**src/rtl/fr_hyst_sel.sv**
```systemverilog
module fr_hyst_sel #(
  parameter int LINES   = 312,
  parameter int LOW_TH  = -40,
  parameter int HIGH_TH = 40,
  localparam int LW     = $clog2(LINES)
) (
  input  logic          clk,
  input  logic          rst_n,
  input  logic          enable,
  input  logic [LW-1:0] src_line,
  input  logic [LW-1:0] dsp_line,
  output logic          fast_sel,
  output logic          req_fast,
  output logic          req_slow
);

  localparam int HALF = LINES / 2;

  int level;

  always_comb begin
    level = int'(src_line) - int'(dsp_line);
    if (level < 0) level = level + LINES;
    if (level >= HALF) level = level - LINES;
  end

  wire go_fast = enable && !fast_sel && (level < LOW_TH);
  wire go_slow = enable &&  fast_sel && (level > HIGH_TH);

  always_ff @(posedge clk) begin
    if (!rst_n) begin
      fast_sel <= 1'b0;
      req_fast <= 1'b0;
      req_slow <= 1'b0;
    end else begin
      req_fast <= go_fast;
      req_slow <= go_slow;
      if (!enable)      fast_sel <= 1'b0;
      else if (go_fast) fast_sel <= 1'b1;
      else if (go_slow) fast_sel <= 1'b0;
    end
  end


  reqs_exclusive_chk: assert property (@(posedge clk) disable iff (!rst_n)
    !(req_fast && req_slow));


  fast_req_edge_chk: assert property (@(posedge clk) disable iff (!rst_n)
    req_fast |-> (fast_sel && !$past(fast_sel)));


  slow_req_edge_chk: assert property (@(posedge clk) disable iff (!rst_n)
    req_slow |-> (!fast_sel && $past(fast_sel)));


  disable_slow_chk: assert property (@(posedge clk) disable iff (!rst_n)
    !enable |=> (!fast_sel && !req_fast && !req_slow));


  single_pulse_chk: assert property (@(posedge clk) disable iff (!rst_n)
    req_fast |=> !req_fast);

endmodule

```
**config.mk**
```make
export PLATFORM = sky130hd
export DESIGN_NAME = fr_hyst_sel
export DESIGN_NICKNAME = d
export VERILOG_FILES = /design/src/rtl/fr_hyst_sel.sv
export SDC_FILE = /design/constraint.sdc
export NUM_CORES = 1
export LEC_CHECK = 0
export ABC_AREA = 1
export BUFFER_PORTS_ARGS = -buffer_cell sky130_fd_sc_hd__buf_2
export CORE_ASPECT_RATIO = 1.4
export CORE_MARGIN = 2
export CORE_UTILIZATION = 53
export DETAILED_ROUTE_END_ITERATION = 6
export GPL_TIMING_DRIVEN = 0
export PLACE_DENSITY = 0.78
export SYNTH_ARGS = -nofsm -noshare
export SYNTH_HDL_FRONTEND = slang
export SYNTH_SLANG_ARGS = --single-unit
```
**constraint.sdc**
```tcl
create_clock -name clk -period 4.1 [get_ports clk]
set_clock_uncertainty 0.05 [all_clocks]
set_input_delay 0.615 -clock clk [delete_from_list [all_inputs] [get_ports clk]]
set_output_delay 0.615 -clock clk [all_outputs]
set_load 0.1 [all_outputs]
```
# Yosys cells after proc, flatten, opt, wreduce, memory -nomap -nowiden
# Index checks and enable logic that the tools add are counted.
# W data, S select, Z words.
# word_totals
output_inout_bits	3
ff_bits	3
# classes
n_reduce_logical	7
addsub	3
mux	4
magnitude_cmp	4
# op_table
op	n
$mux W32	2
$ge A32 B9 Y1 const B	1
$gt A32 B7 Y1 const B	1
$lt A32 B7 Y1 const B	1
$sub A32 B10 Y32 const B	1
$add A10 B10 Y11 const B	1
$lt A10 B1 Y1 const B	1
$sub A9 B9 Y10	1
$logic_and A1 B1 Y1	4
$mux W1	2
$reduce_and A2 Y1	1
$reduce_bool A2 Y1	1
$logic_not A1 Y1	1

# Longest topological paths before layout
# Gate-level depths: netlist (run 1).
# logic_depth
depth_word	9
ltp_mapped	30
mapped_depth_nobuf	30

# Worst setup path before layout (run 1)
# No wires, ideal clock.
# synth_path
kind	in2reg
from	in src_line[0]
to	reg fast_sel
path_buffers	0
path_slack_ps	59
setup_ps	66
path_stages	29
t_required_ps	3984
t_arrival_ps	3925
path_cell_list	inv_1 ha_1 fa_1 inv_1 nand3_1 nand2_1 nand2_1 nand2_1 inv_1 ha_1 inv_1 nand4_1 nand2_1 ha_1 nand2_1 nand3_1 nand2_1 nand2_1 ha_1 or2_2 o21ai_2 nand2_1 nor2_1 nand3_1 nor2_1 nand2_1 nand2_2 nand2_2 a21oi_2
# synth_via
elab_chain_len	8
elab_cells_between_ends	13
classes_between	add/sub (3); order compare (4); mux (3); reduce/logical (3)
# synth_rtl
item	line_no	rtl
from (decl)	10	input logic [LW-1:0] src_line,
$sub A9 B9 Y10 *	22	level = int'(src_line) - int'(dsp_line);
$add A10 B10 Y11 / $lt A10 B1 Y1 (equally long branches)	23	if (level < 0) level = level + LINES;
$mux W32 *	23	
$sub A32 B10 Y32 / $ge A32 B9 Y1 (equally long branches)	24	if (level >= HALF) level = level - LINES;
$mux W32 *	24	
$lt A32 B7 Y1 / $gt A32 B7 Y1 (equally long branches)	27, 28	
$logic_and A1 B1 Y1, on equally long branches	27, 28	
$mux W1 / $reduce_bool A2 Y1 (equally long branches)	n/a	
to (signal assigned)	38	if (!enable) fast_sel <= 1'b0;
to (signal assigned)	39	else if (go_fast) fast_sel <= 1'b1;
to (signal assigned)	40	else if (go_slow) fast_sel <= 1'b0;
to (decl)	12	output logic fast_sel,
# Every way passes the cells marked *; elsewhere a longest branch is shown, timed or not.
# A chain may end at the register's enable or synchronous reset.

# Worst setup path after layout (run 1)
# Same ends and word-level chain as after synthesis.

==> results of run 1 <==
routing by layer:
layer	wire, microns	up-vias
met3	101	12
met1	1581	839
met2	2340	43
li1	-	1029
met5	0	-
met4	97	0
layout by cell type, fill, tap and decap left out, types with 2 or more instances in the layout:
cell type  instances
xnor2_1            3
ha_4               5
a21oi_1            4
nand3_1           33
nand2_2           23
inv_2              6
ha_1              11
clkbuf_8           3
dfxtp_1            3
nor2_1            17
nand3_2            8
buf_4              8
inv_1             46
nor2_2             2
nand3_4            2
o21ai_0            2
a21oi_2            4
buf_2             23
buf_6              2
nand4_1           10
nor2_4             2
nand2_1          101
nand3b_1           5
worst max path at each step:
stage                      startpoint                     to  cells past startpoint
after floorplan           src_line[0]  fast_sel$_SDFFE_PN0P_                     29
after global placement    src_line[0]  fast_sel$_SDFFE_PN0P_                     30
after detailed placement  src_line[0]  fast_sel$_SDFFE_PN0P_                     30
after CTS                 src_line[0]  fast_sel$_SDFFE_PN0P_                     30
after global routing      src_line[0]    req_fast$_SDFF_PN0_                     26
final                     src_line[0]  fast_sel$_SDFFE_PN0P_                     30
cell families after synthesis:
| family | after synthesis | share of synthesized area |
|---|---|---|
| xor gates and xnor gates | 4 | 0.02104 |
| and+or+nand+nor | 208 | 0.5988 |
| buffers and inverters | 58 | 0.1503 |
| adders and majority gates | 18 | 0.1397 |
| AOI/OAI and AO/OA | 13 | 0.05410 |
| DFF | 3 | 0.03606 |
worst min-delay path, stage by stage (launching register included):
cell and delay, ns:
dfxtp_1 0.33, nand2_2 0.08, a21oi_2 0.04
metrics by stage:
step | hold WS (ns) | cells
4_1_cts | 0.4450 | 372
5_1_grt | 0.4762 | 378
3_3_place_gp | 0.4302 | 366
2_1_floorplan | 0.6948 | 304
6_report | 0.4444 | 378
3_5_place_dp | 0.4431 | 366
layout make-up:
cell class                      instances  area [sq um]  share of cell area
Tap cell                               39         48.80             0.02369
Multi-Input combinational cell        243          1478              0.7175
Buffer                                  4         45.04             0.02187
Sequential cell                         3         60.06             0.02916
Clock buffer                            4         45.04             0.02187
Inverter                               54         207.7              0.1009
Timing Repair Buffer                   31         175.2             0.08505
sequential cells by signal, summed over array words and instances (netlist names):
register / flops
req_fast: 1
req_slow: 1
fast_sel: 1
power breakdown:
part	leakage, nW	internal [W]	total, W	switching (W)
Sequential	0.0244	0.0000321	0.0000335	0.00000142
Clock	0.0228	0.0000667	0.0000900	0.0000234
Combinational	1.13	0.000274	0.000703	0.000429
timing repair:
item,CTS,global route
hold buffers,0,0
resized for setup,4,24
setup endpoints to repair,3,3
pin swaps,2,19
buffers inserted,2,6
==> impl_metrics.ini, run 1 <==
[run_status]
outcome = finished clean

[global_route]
grt_util_met3 = 0.01496
antenna_found_initial = 0
met2_usage = 0.4501
grt_pass1_wl_microns = 6893
gr-total-overflow = 0
grt_start_max_net_pins = 16
top_usage_layer = met2
use_met1 = 0.2399
grt.total_usage = 0.2352
first_global_vias = 1806

[setup_path]
start_kind = input port
cp_max_fo = 4
critPathSlowestCell = fa_2
crit_family = simple AND/OR/NAND/NOR gates
cpPeakStageDelay_ns = 0.37
worst_path_most_repeated_cell = nand2_2
r2r-end = fast_sel$_SDFFE_PN0P_
endpoint_kind = flop
crit_buf_inv = 5
worstPathArrival_ns = 3.98
r2r_slack_ns = 3.19
crit_required_ns = 4.21
path_class = in2reg
r2r_cells = 5
r2r_start = fast_sel$_SDFFE_PN0P_

[synth]
synth-warning-count = 0
yosys-top-cells-area = nand2_1 24%, ha_1 13%, nand3_1 11%, inv_1 11%, nand2_2 6.0%
ys.flop_type = dfxtp_1
avgSynthCellArea_sq_um = 5.478
yosys.area.top_type_share = 0.2434
synth_top_area_cell = nand2_1
synth.net_count = 343
synth-edff-count = 0
yosys_register_bits = 3
synth_area_sq_um = 1665
syn_inst = 304
synth_common_cells = 108 x nand2_1, 48 x inv_1, 36 x nand3_1
yosysMostFrequentCell = nand2_1
synth_cell_type_count = 33
synthArstFlopShare = 0
ys_seq_area_frac = 0.03606

[cells_and_area]
final_util = 0.6724
area_delta_synth_final_pct = 23.67
design_area_sq_um = 2059
drive_above_1_share = 0.2920
nets = 379
n_fill_cell = 321
antenna_cells = 0

[power]
power.total_w = 0.0008268
vdd_drop_max_mv = 0.2828
leakage_nw = 1.172
power_density_nw_per_um2 = 401.4

[worst_hold_path]
holdPathEnd = fast_sel$_SDFFE_PN0P_
hold_depth = 2
worstHoldStart = fast_sel$_SDFFE_PN0P_
hold_path_class = reg2reg

[clock_network]
numCtsBuffers = 3
clk_latency_ns = 0.22
cts_tree = yes
clk_pin_slew_ns = 0.04
h-tree-depth = 1
cts_max_path_buffers = 2
cts.sinks = 3
cts.root.buffer_cell = clkbuf_8

[sta]
fin_crit_sh = 0.9448
hold_viol = 0
fin_setup_tns_ns = 0
maxSlewHeadroom = 0.6796
setup_viol = 0
worst_pin_slew_ns = 0.4839
fin_ws_ns = 0.2263
slew_violations = 0
clock.fmax_mhz = 258.2
finalCriticalPeriod_ns = 3.874

[place]
dpl_cell_area_sq_um = 1829
hpwl_microns = 3184
io_buffers = 23
place_congestion = 0.8746
preCtsSetupSlack_ns = -0.4266

[detailed_routing]
antenna_left = 0
drt_iter0_markers = 34
vias = 1923
drc = 0
routedWlPerCell_microns = 10.90
viasPerCell = 5.087
drtPass1Iterations = 4
wirelength_microns = 4121

[floorplanning]
initial_core_util = 0.5437
rows = 24
dieHeight_microns = 70.33
io_pins = 24
die-area_sq_um = 3613
die_w_microns = 51.38
core-area_sq_um = 3063

[run]
cap_violations = 0
No activity file was read; power rests on OpenSTA's default activity.
==> inputs of run 2 (changes only) <==
Settings changed: ABC_AREA 1 to default, CAP_MARGIN from default to 20, CTS_CLUSTER_SIZE from default to 24.
==> run 2 against run 1 <==
Effect of this change: the run now ends with setup timing left; critical path depth is 7 lower; wire length increased by 33%; sequential share of layout area fell by 0.41 points; clock power fell by 4.4%; setup slack got worse by 0.95 ns; sequential power is 9.0% higher; utilization rose by 11 points; non-clock buffer count rose by 20; critical path type unchanged; largest power group unchanged.
==> impl_metrics.ini, run 2 <==
[run_status]
outcome = complete, but fails checks
violations = setup timing

[floorplanning]
die-area_sq_um = 3598
dieHeight_microns = 70.18
initial_core_util = 0.5413
io_pins = 24
die_w_microns = 51.27
rows = 24
core-area_sq_um = 3063

[synth]
ys_seq_area_frac = 0.03623
yosys_register_bits = 3
yosys-top-cells-area = ha_1 13%, a21oi_1 3.9%, inv_1 3.8%, dfxtp_1 3.6%, nand3_1 3.6%
synth-edff-count = 0
ys.flop_type = dfxtp_1
syn_inst = 212
synth_common_cells = 17 x ha_1, 17 x inv_1, 13 x a21oi_1
synth.net_count = 251
synth_cell_type_count = 81
synth_top_area_cell = ha_1
synth_area_sq_um = 1658
synthArstFlopShare = 0
avgSynthCellArea_sq_um = 7.820
yosys.area.top_type_share = 0.1283
synth-warning-count = 0

[sta]
clock.fmax_mhz = 207.3
fin_ws_ns = -0.7233
slew_violations = 0
fin_crit_sh = 1.176
hold_viol = 0
rsz0062_at_grt = true
setup_viol = 3
fin_setup_tns_ns = -1.925
worst_pin_slew_ns = 0.5846
finalCriticalPeriod_ns = 4.823
maxSlewHeadroom = 0.6067

[detailed_routing]
drt_iter0_markers = 96
vias = 2026
drtPass1Iterations = 5
drc = 0
routedWlPerCell_microns = 18.21
antenna_left = 0
wirelength_microns = 5500
viasPerCell = 6.709

[cells_and_area]
antenna_cells = 0
nets = 303
final_common_cell = buf_4
finalNonFillerCells = 302
n_fill_cell = 214
mostFrequentLayoutCells = 24 x buf_4, 22 x buf_2, 15 x inv_1, 12 x a21oi_1
drive_above_1_share = 0.4791
top_regs = fast_sel: 1 flops, req_fast: 1 flops, req_slow: 1 flops
area_delta_synth_final_pct = 44.60

[clock_network]
clk_latency_ns = 0.22
cts_max_path_buffers = 2
cts_tree = yes
numCtsBuffers = 3
clk_pin_slew_ns = 0.03
cts.root.buffer_cell = clkbuf_8
h-tree-depth = 1
cts.sinks = 3

[setup_path]
cp_max_fo = 3
start_kind = input port
endpoint_kind = flop
r2r-end = fast_sel$_SDFFE_PN0P_
crit_required_ns = 4.15
worstPathArrival_ns = 4.87
r2r_slack_ns = 3.12
critPathSlowestCell = or4_4
r2r_start = fast_sel$_SDFFE_PN0P_
r2r_cells = 3
crit_family = simple AND/OR/NAND/NOR gates
crit_chain = buf_8 > inv_8 > ha_4 > fa_2 > and2b_4 > o22a_1 > xor2_2 > inv_2 > ha_4 > or4_4 > o22a_4 > and2_4 > o2bb2ai_4 > nand2_2 > ha_2 > nand4b_1 > nor3_2 > nand4_1 > a21oi_1 > and4_1 > a31oi_2 > o211a_1 > and4_1
path_class = in2reg
crit_buf_inv = 3
cpPeakStageDelay_ns = 0.56

[global_route]
grt_start_max_net_pins = 16
gr-total-overflow = 0
first_global_vias = 1915
grt.total_usage = 0.2718
antenna_found_initial = 0
grt_pass1_wl_microns = 7872

[worst_hold_path]
hold_path_class = reg2reg
hold_depth = 2
worstHoldStart = fast_sel$_SDFFE_PN0P_
holdPathEnd = fast_sel$_SDFFE_PN0P_

[place]
hpwl_microns = 3259
preCtsSetupSlack_ns = -1.174
io_buffers = 23
dp_cells = 274
place_congestion = 0.8768

[power]
vdd_drop_max_mv = 0.3489
power_density_nw_per_um2 = 434.5
power.total_w = 0.001042
leakage_nw = 1.034

[run]
cap_violations = 0
## run 2: timing repair
action,4_1_cts,5_1_grt
hold buffers,0,0
resized for setup,23,25
pin swaps,21,11
hold endpoints to repair,0,0
endpoints found under the setup margin,3,3
buffers inserted,17,7
## run 2: how the worst max path moves through the flow
| stage | start | end | depth (start not counted) |
|---|---|---|---|
| global placement | dsp_line[1] | req_slow$_SDFF_PN0_ | 24 |
| detailed placement | dsp_line[1] | req_slow$_SDFF_PN0_ | 24 |
| floorplan | src_line[0] | req_slow$_SDFF_PN0_ | 22 |
| CTS | src_line[0] | req_slow$_SDFF_PN0_ | 23 |
| global route | src_line[0] | req_slow$_SDFF_PN0_ | 25 |
| finish | src_line[0] | req_slow$_SDFF_PN0_ | 23 |
## run 2: worst reg2reg max path: stages (launching register included)
cell and delay (ns):
dfxtp_1 0.32, a211o_1 0.23, a31oi_1 0.18, o21bai_1 0.13
## run 2: per-stage QoR
step	instance area (sq um)	hold slack [ns]	util
after detailed placement	1912	0.4473	0.6242
after CTS	2213	0.4533	0.7226
final	2397	0.4448	0.7827
after global placement	1912	0.4465	0.6242
after floorplan	1748	0.7374	-
after global routing	2397	0.4845	0.7827
## run 2: layout make-up
type	count	area [sq um]	area share
clock buffer	4	45.04	0.01879
multi-input combinational	184	1792	0.7474
buffer	8	68.82	0.02871
tap	39	48.80	0.02035
timing repair buffer	47	311.5	0.1300
sequential	3	60.06	0.02505
inverter	17	71.32	0.02975
## run 2: power by group
part           leakage [nW]  internal, W  switching, W
sequential           0.0245    0.0000341    0.00000235
combinational         0.987     0.000415      0.000505
clock                0.0228    0.0000663     0.0000197
total                  1.03     0.000515      0.000527
## run 2: logic make-up after synthesis
family / Yosys count / share of synthesized area
multiplexers: 1 / 0.006038
adder cells (fa/ha/maj): 18 / 0.1404
buffers and inverters: 25 / 0.07396
flip-flops: 3 / 0.03623
AND/OR/NAND/NOR: 82 / 0.2959
AO/OA/AOI/OAI: 72 / 0.3766
XOR/XNOR: 11 / 0.07094
## run 2: layer usage
metal  part of all wire  vias to the layer above  track usage
met5                  0                        -            0
met4              0.055                        0       0.1228
met3              0.047                       39      0.02991
met2               0.53                       98       0.5238
met1               0.37                      959       0.2795
li1                   -                      930            -
